File: config.mk
export PLATFORM = sky130hd
export DESIGN_NAME = ea_unit
export DESIGN_NICKNAME = d
export VERILOG_FILES = /design/src/rtl/ea_pkg.sv /design/src/rtl/ea_regfile.sv /design/src/rtl/ea_addr_calc.sv /design/src/rtl/ea_ctrl.sv /design/src/rtl/ea_unit.sv
export SDC_FILE = /design/constraint.sdc
export NUM_CORES = 1
export LEC_CHECK = 0
export BUFFER_PORTS_ARGS = -buffer_cell sky130_fd_sc_hd__buf_2
export CAP_MARGIN = 5
export CORE_MARGIN = 2
export CORE_UTILIZATION = 56
export CTS_CLUSTER_DIAMETER = 30
export CTS_CLUSTER_SIZE = 20
export DETAILED_ROUTE_END_ITERATION = 7
export PLACE_DENSITY_LB_ADDON = 0.05
export SYNTH_ARGS = -nofsm -noshare
export SYNTH_HDL_FRONTEND = slang
export SYNTH_SLANG_ARGS = --single-unit
File: constraint.sdc
create_clock -name clk -period 11.3 [get_ports clk]
set_input_delay 0.565 -clock clk [delete_from_list [all_inputs] [get_ports clk]]
set_output_delay 0.565 -clock clk [all_outputs]
set_load 0.005 [all_outputs]
File: src/rtl/ea_pkg.sv
// Package: shared mode codes and controller states for the effective
// address unit. Assumes a 4-bit mode code with 11 defined values.
package ea_pkg;

    typedef enum logic [3:0] {
        AM_IMPLIED  = 4'd0,
        AM_IMMED    = 4'd1,
        AM_DIRECT   = 4'd2,
        AM_INDIRECT = 4'd3,
        AM_REG      = 4'd4,
        AM_REG_IND  = 4'd5,
        AM_POST_INC = 4'd6,
        AM_PRE_DEC  = 4'd7,
        AM_PC_REL   = 4'd8,
        AM_INDEXED  = 4'd9,
        AM_BASED    = 4'd10
    } addr_mode_e;

    localparam logic [3:0] AM_LAST_DEFINED = 4'd10;

    typedef enum logic [2:0] {
        ST_IDLE    = 3'd0,
        ST_REQ_PTR = 3'd1,
        ST_CAP_PTR = 3'd2,
        ST_REQ_OPD = 3'd3,
        ST_CAP_OPD = 3'd4
    } ea_state_e;

endpackage

File: src/rtl/ea_regfile.sv
// Module: register file for register-based addressing modes.
// One read port. Two write ports: an update port from the unit itself
// (auto-increment/decrement), which wins over the external load port.
// Assumes the caller gates the external port while an operation runs.
module ea_regfile #(
    parameter int DATA_W = 16,
    parameter int NREG   = 8,
    localparam int SEL_W = $clog2(NREG)
) (
    input  logic              clk,
    input  logic              rst_n,
    input  logic              ext_we,
    input  logic [SEL_W-1:0]  ext_addr,
    input  logic [DATA_W-1:0] ext_wdata,
    input  logic              upd_we,
    input  logic [SEL_W-1:0]  upd_addr,
    input  logic [DATA_W-1:0] upd_wdata,
    input  logic [SEL_W-1:0]  rd_addr,
    output logic [DATA_W-1:0] rd_data
);

    logic [DATA_W-1:0] regs [NREG];

    for (genvar gi = 0; gi < NREG; gi++) begin : g_entry
        // Hold one entry; self-update has priority over external load.
        always_ff @(posedge clk) begin
            if (!rst_n) begin
                regs[gi] <= '0;
            end else if (upd_we && (upd_addr == SEL_W'(gi))) begin
                regs[gi] <= upd_wdata;
            end else if (ext_we && (ext_addr == SEL_W'(gi))) begin
                regs[gi] <= ext_wdata;
            end
        end
    end

    // Combinational read of the selected entry.
    always_comb begin
        rd_data = regs[rd_addr];
    end

endmodule

File: src/rtl/ea_addr_calc.sv
// Module: combinational mode decoder and address adder.
// For the presented mode it produces the first memory address (or the
// pointer address for indirect), the operand for modes that need no
// memory, and the register update for post-increment/pre-decrement.
// Assumes ADDR_W <= DATA_W; register and pointer values are truncated to
// ADDR_W bits when used as an address. All sums wrap modulo 2^ADDR_W.
module ea_addr_calc
    import ea_pkg::*;
#(
    parameter int ADDR_W = 12,
    parameter int DATA_W = 16
) (
    input  logic [3:0]        mode,
    input  logic [ADDR_W-1:0] field,
    input  logic [ADDR_W-1:0] pc,
    input  logic [ADDR_W-1:0] xr,
    input  logic [ADDR_W-1:0] bar,
    input  logic [DATA_W-1:0] reg_val,
    output logic              mode_bad,
    output logic              no_mem,
    output logic              two_reads,
    output logic [ADDR_W-1:0] first_addr,
    output logic [DATA_W-1:0] local_operand,
    output logic              reg_upd_en,
    output logic [DATA_W-1:0] reg_upd_val
);

    logic [DATA_W-1:0] reg_inc;
    logic [DATA_W-1:0] reg_dec;
    logic [ADDR_W-1:0] base_sel;
    logic              use_adder;

    // Register plus/minus one, full register width.
    always_comb begin
        reg_inc = reg_val + DATA_W'(1);
        reg_dec = reg_val - DATA_W'(1);
    end

    // Pick the base for the three adder modes.
    always_comb begin
        use_adder = 1'b1;
        base_sel  = '0;
        unique case (mode)
            AM_PC_REL:  base_sel = pc;
            AM_INDEXED: base_sel = xr;
            AM_BASED:   base_sel = bar;
            default:    use_adder = 1'b0;
        endcase
    end

    // Decode mode into path, address, local operand and register update.
    always_comb begin
        mode_bad      = 1'b0;
        no_mem        = 1'b0;
        two_reads     = 1'b0;
        first_addr    = '0;
        local_operand = '0;
        reg_upd_en    = 1'b0;
        reg_upd_val   = reg_val;
        if (use_adder) begin
            first_addr = base_sel + field;
        end else begin
            unique case (mode)
                AM_IMPLIED: no_mem = 1'b1;
                AM_IMMED: begin
                    no_mem        = 1'b1;
                    local_operand = DATA_W'(field);
                end
                AM_REG: begin
                    no_mem        = 1'b1;
                    local_operand = reg_val;
                end
                AM_DIRECT:   first_addr = field;
                AM_INDIRECT: begin
                    two_reads  = 1'b1;
                    first_addr = field;
                end
                AM_REG_IND:  first_addr = reg_val[ADDR_W-1:0];
                AM_POST_INC: begin
                    first_addr  = reg_val[ADDR_W-1:0];
                    reg_upd_en  = 1'b1;
                    reg_upd_val = reg_inc;
                end
                AM_PRE_DEC: begin
                    first_addr  = reg_dec[ADDR_W-1:0];
                    reg_upd_en  = 1'b1;
                    reg_upd_val = reg_dec;
                end
                default: begin
                    mode_bad = 1'b1;
                    no_mem   = 1'b1;
                end
            endcase
        end
    end

endmodule

File: src/rtl/ea_ctrl.sv
// Module: sequencing FSM. Accepts a start only when idle, issues
// one-cycle read pulses, captures read data one cycle after each pulse,
// and raises a one-cycle done. Assumes memory data is valid in the
// cycle after the cycle in which mem_re is high.
module ea_ctrl
    import ea_pkg::*;
#(
    parameter int ADDR_W = 12,
    parameter int DATA_W = 16
) (
    input  logic              clk,
    input  logic              rst_n,
    input  logic              start,
    input  logic              mode_bad,
    input  logic              no_mem,
    input  logic              two_reads,
    input  logic [ADDR_W-1:0] first_addr,
    input  logic [DATA_W-1:0] local_operand,
    input  logic [DATA_W-1:0] mem_rdata,
    output logic              accept,
    output logic              mem_re,
    output logic [ADDR_W-1:0] mem_addr,
    output logic              busy,
    output logic              done,
    output logic [ADDR_W-1:0] ea,
    output logic [DATA_W-1:0] operand,
    output logic              mode_err
);

    ea_state_e state;

    // A start is taken only in the idle state.
    always_comb begin
        accept = start && (state == ST_IDLE);
        busy   = (state != ST_IDLE);
    end

    // State, read requests and result registers.
    always_ff @(posedge clk) begin
        if (!rst_n) begin
            state    <= ST_IDLE;
            mem_re   <= 1'b0;
            mem_addr <= '0;
            done     <= 1'b0;
            ea       <= '0;
            operand  <= '0;
            mode_err <= 1'b0;
        end else begin
            done <= 1'b0;
            unique case (state)
                ST_IDLE: begin
                    if (accept) begin
                        mode_err <= mode_bad;
                        if (no_mem) begin
                            ea      <= '0;
                            operand <= local_operand;
                            done    <= 1'b1;
                        end else begin
                            mem_re   <= 1'b1;
                            mem_addr <= first_addr;
                            ea       <= first_addr;
                            state    <= two_reads ? ST_REQ_PTR : ST_REQ_OPD;
                        end
                    end
                end
                ST_REQ_PTR: begin
                    mem_re <= 1'b0;
                    state  <= ST_CAP_PTR;
                end
                ST_CAP_PTR: begin
                    ea       <= mem_rdata[ADDR_W-1:0];
                    mem_addr <= mem_rdata[ADDR_W-1:0];
                    mem_re   <= 1'b1;
                    state    <= ST_REQ_OPD;
                end
                ST_REQ_OPD: begin
                    mem_re <= 1'b0;
                    state  <= ST_CAP_OPD;
                end
                ST_CAP_OPD: begin
                    operand <= mem_rdata;
                    done    <= 1'b1;
                    state   <= ST_IDLE;
                end
                default: state <= ST_IDLE;
            endcase
        end
    end

endmodule

File: src/rtl/ea_unit.sv
// Module: top of the effective address and operand fetch unit.
// Ties the register file, the mode decoder/adder and the sequencer.
// Assumes ADDR_W <= DATA_W and that pc already points past the whole
// instruction. Register writes from outside are taken only when idle
// and no start is presented.
module ea_unit #(
    parameter int ADDR_W = 12,
    parameter int DATA_W = 16,
    parameter int NREG   = 8,
    localparam int SEL_W = $clog2(NREG)
) (
    input  logic              clk,
    input  logic              rst_n,
    input  logic              start,
    input  logic [3:0]        mode,
    input  logic [ADDR_W-1:0] field,
    input  logic [SEL_W-1:0]  reg_sel,
    input  logic [ADDR_W-1:0] pc,
    input  logic [ADDR_W-1:0] xr,
    input  logic [ADDR_W-1:0] bar,
    input  logic              rf_we,
    input  logic [SEL_W-1:0]  rf_waddr,
    input  logic [DATA_W-1:0] rf_wdata,
    output logic              mem_re,
    output logic [ADDR_W-1:0] mem_addr,
    input  logic [DATA_W-1:0] mem_rdata,
    output logic              busy,
    output logic              done,
    output logic [ADDR_W-1:0] ea,
    output logic [DATA_W-1:0] operand,
    output logic              mode_err
);

    logic              accept;
    logic              mode_bad;
    logic              no_mem;
    logic              two_reads;
    logic [ADDR_W-1:0] first_addr;
    logic [DATA_W-1:0] local_operand;
    logic              reg_upd_en;
    logic [DATA_W-1:0] reg_upd_val;
    logic [DATA_W-1:0] reg_val;
    logic              ext_we;
    logic              upd_we;

    // Gate register writes: external only when quiet, update only on accept.
    always_comb begin
        ext_we = rf_we && !busy && !start;
        upd_we = accept && reg_upd_en;
    end

    ea_regfile #(
        .DATA_W (DATA_W),
        .NREG   (NREG)
    ) u_regs (
        .clk       (clk),
        .rst_n     (rst_n),
        .ext_we    (ext_we),
        .ext_addr  (rf_waddr),
        .ext_wdata (rf_wdata),
        .upd_we    (upd_we),
        .upd_addr  (reg_sel),
        .upd_wdata (reg_upd_val),
        .rd_addr   (reg_sel),
        .rd_data   (reg_val)
    );

    ea_addr_calc #(
        .ADDR_W (ADDR_W),
        .DATA_W (DATA_W)
    ) u_calc (
        .mode          (mode),
        .field         (field),
        .pc            (pc),
        .xr            (xr),
        .bar           (bar),
        .reg_val       (reg_val),
        .mode_bad      (mode_bad),
        .no_mem        (no_mem),
        .two_reads     (two_reads),
        .first_addr    (first_addr),
        .local_operand (local_operand),
        .reg_upd_en    (reg_upd_en),
        .reg_upd_val   (reg_upd_val)
    );

    ea_ctrl #(
        .ADDR_W (ADDR_W),
        .DATA_W (DATA_W)
    ) u_ctrl (
        .clk           (clk),
        .rst_n         (rst_n),
        .start         (start),
        .mode_bad      (mode_bad),
        .no_mem        (no_mem),
        .two_reads     (two_reads),
        .first_addr    (first_addr),
        .local_operand (local_operand),
        .mem_rdata     (mem_rdata),
        .accept        (accept),
        .mem_re        (mem_re),
        .mem_addr      (mem_addr),
        .busy          (busy),
        .done          (done),
        .ea            (ea),
        .operand       (operand),
        .mode_err      (mode_err)
    );

endmodule

==> flow_summary_export.csv <==
group,metric,value,unit
yosys,synth.distinct_cells,91,
yosys,ys_seq_area_share,44.2,%
pwr,vdd_drop_max,0.110,mV
sta,drv_slew,0,
clocking,clk_path_buf_depth,2,
global_routing,antenna_found_initial,0,
min_path,hp-class,"reg -> reg",
global_routing,overflow,0,
clocking,post-cts-setup-buffers,0,
final_layout,n_fill_cell,1567,
setup_path,r2r_start,"u_regs.regs[3][0]",
yosys,yosys_register_bits,174,
yosys,avgSynthCellArea,10.2,um^2
die,die_x,143,um
clocking,htree_levels,4,
clocking,clk_latency,0.44,ns
final_layout,antenna_cells,0,
final_layout,synthToLayoutAreaGrowth,12.3,%
pwr,total_leakage_power,4.79,nW
setup_path,cp.arrival,4.61,ns
clocking,cts_hold_buf,0,
setup_path,r2r_end,"u_regs.regs[3][14]",
die,rows,50,
routing,firstDrtPassIters,7,
clocking,cts_root_buf,"clkbuf_16",
setup_path,required,11.59,ns
final_layout,final_util,64.5,%
routing,vias,9577,
clocking,clk_pin_slew,0.07,ns
setup_path,endpoint,"u_ctrl.mem_addr[11]",
yosys,synthArstFlopShare,0,%
routing,ant_nets,0,
yosys,synth_edf_count,128,
die,die_h,143,um
sta,tightest_slew,1.31,ns
clocking,post_cts_resized,0,
flow_run,maxCapViolations,0,
placed_design,dpl.hpwl,25.0,mm
routing,wire_per_inst,25.7,um
setup_path,setup.worst_path.start,"mode[0]",
sta,timing.fmax,231,MHz
setup_path,cp_max_fo,40,
setup_path,rrSetupSlack,7.77,ns
yosys,synth_area_leaders,"edfxtp_1 (36%), dfxtp_1 (8.6%), a22o_1 (6.5%)",
sta,layout_min_cycle_time,4.32,ns
yosys,synth_warnings,0,
outcome,status,"finished, final reports clean",
global_routing,grt_max_degree,64,
yosys,synth.top_cell.area_share,35.7,%
routing,drt-total-wl,35.7,mm
yosys,synth_area,10800,um^2
sta,tns,0,ns
yosys,synth_ff_type,"edfxtp_1",
yosys,yosysTopAreaCell,"edfxtp_1",
global_routing,grt_pass1_wl,52.6,mm
final_layout,drive_above_1_share,23.1,%
sta,rsz0062_at_grt,"no",
setup_path,end_kind,"flop",
global_routing,grt_pass1_vias,8751,
clocking,cts_buffers,17,
die,start_util,57.4,%
sta,finalHoldViolations,0,
routing,drt_iter0_markers,1196,
setup_path,worstSetupPathType,"in -> reg",
setup_path,r2r_cells,11,
die,io_pins,138,
die,die-area,20400,um^2
global_routing,grt_usage,34.7,%
yosys,synth_cells,1057,
clocking,tritoncts,"done",
yosys,synthesis.nets,1165,
pwr,p_per_area,139,nW/um^2
sta,setup_violations,0,
sta,relSlewSlack,12.8,%
final_layout,final_nets,1251,
routing,route.detailed.drc,0,
placed_design,globalplace.congestion,0.959,
min_path,min_from,"u_ctrl.mem_addr[6]",
die,coreArea,18800,um^2
clocking,numClockSinks,174,
placed_design,place.port_buffers,137,
sta,min_period_over_period,38.2,%
routing,drt-vias-per-instance,6.89,
setup_path,cp-start-kind,"input pin",
sta,fin_skew,0.0124,ns
-- state kept, by name (all words and copies together), names as in the netlist --
| name | count |
|---|---|
| u_ctrl.operand | 16 |
| u_ctrl.ea | 12 |
| u_ctrl.done | 1 |
| u_ctrl.mem_addr | 12 |
| u_ctrl.state | 3 |
| u_ctrl.mem_re | 1 |
| u_ctrl.mode_err | 1 |
| u_regs.regs | 128 |
-- report_power, final --
| group | internal (mW) | total [mW] | switching [mW] |
|---|---|---|---|
| clock network | 0.326 | 0.591 | 0.265 |
| registers | 0.728 | 0.747 | 0.0189 |
| logic | 0.120 | 0.346 | 0.226 |
| total | 1.17 | 1.68 | 0.510 |
-- critical path, cell delays in order --
cell	delay [ns]
buf_2	0.69
nor2b_1	0.38
a21oi_1	0.23
nor2_1	0.08
ha_1	0.31
a211oi_1	0.38
o21a_1	0.25
o21ai_0	0.14
a311oi_1	0.34
o21bai_1	0.14
xnor2_1	0.14
a2111oi_0	0.78
a31oi_1	0.17
-- area by class of cell --
cell class	instances	area [um^2]	area share [%]
multi-input cells	781	5590	46.2
flip-flops and latches	174	4760	39.4
repair buffers	157	836	6.91
clock buffers	22	474	3.92
well taps	234	293	2.42
clock inverters	10	101	0.838
inverters	12	45.0	0.372
-- synth_stat cells (13+ instances only) --
| cell type | count |
|---|---|
| xnor2_1 | 18 |
| ha_1 | 13 |
| nor3_1 | 23 |
| mux2_2 | 17 |
| edfxtp_1 | 128 |
| a21boi_0 | 14 |
| nand3_1 | 14 |
| buf_1 | 20 |
| nand2_1 | 124 |
| and2_1 | 13 |
| clkbuf_1 | 50 |
| nor2_1 | 88 |
| nand4_1 | 13 |
| o21ai_0 | 46 |
| a22o_1 | 80 |
| a222oi_1 | 13 |
| a21oi_1 | 50 |
| dfxtp_1 | 46 |
| mux2i_1 | 28 |
| o211a_1 | 17 |
-- cells in the final DEF, fill, tap and decap left out, types with 7 or more instances in the layout --
master     instances
a211o_1            7
a21boi_0          14
a21o_1             8
a21oi_1           50
a221oi_1           8
a222oi_1          13
a22o_1            80
a31o_2             7
and2_1            13
buf_2            137
buf_4             20
clkbuf_16         17
dfxtp_1           46
edfxtp_1         128
ha_1              13
inv_1             11
mux2_2            17
mux2i_1           28
mux4_2            11
nand2_1          124
nand2b_1           7
nand3_1           14
nand4_1           13
nor2_1            86
nor2b_1            7
nor3_1            22
o211a_1           17
o21ai_0           46
o21ai_1            7
o221ai_2           7
o22ai_1            7
or2_2              8
or3_1             11
xnor2_1           18
-- per-stage QoR --
step                      total power [mW]  cell area, um^2  hold WS, ns  worst slack [ns]  cells
after CTS                             1.68            12100        0.450              7.05   1390
after detailed placement              1.10            11500        0.436              6.62   1358
final                                 1.68            12100        0.449              6.98   1390
after global placement                1.09            11500        0.432              6.66   1358
after floorplan                      0.975            10800        0.439              6.84   1057
after global routing                  1.74            12100        0.463              6.69   1390
-- cells by family after synthesis --
group                    synth area share [%]
AO/OA/AOI/OAI                            24.4
XOR/XNOR                                 2.32
adder cells (fa/ha/maj)                  1.70
buffers and inverters                    4.46
flip-flops                               44.2
multiplexers                             7.60
AND/OR/NAND/NOR                          15.3
-- worst min path at each step --
stage,endpoint,slack [ns],cells after the start
global route,u_ctrl.mem_addr[6],0.46,1
finish,u_ctrl.mem_addr[6],0.45,1
floorplan,u_ctrl.mem_addr[8],0.44,2
global placement,u_ctrl.mem_addr[6],0.43,1
detailed placement,u_ctrl.mem_addr[6],0.44,1
CTS,u_ctrl.mem_addr[8],0.45,2
-- routing by layer --
metal | vias to the layer above | wire length (um) | GRT usage (%)
met3 | 89 | 4290 | 8.22
met5 | - | 0 | 0
li1 | 4253 | - | -
met1 | 4555 | 14500 | 50.5
met2 | 680 | 16100 | 51.5
met4 | 0 | 886 | 10.7
Note: power is estimated with default switching activity, not from simulation.
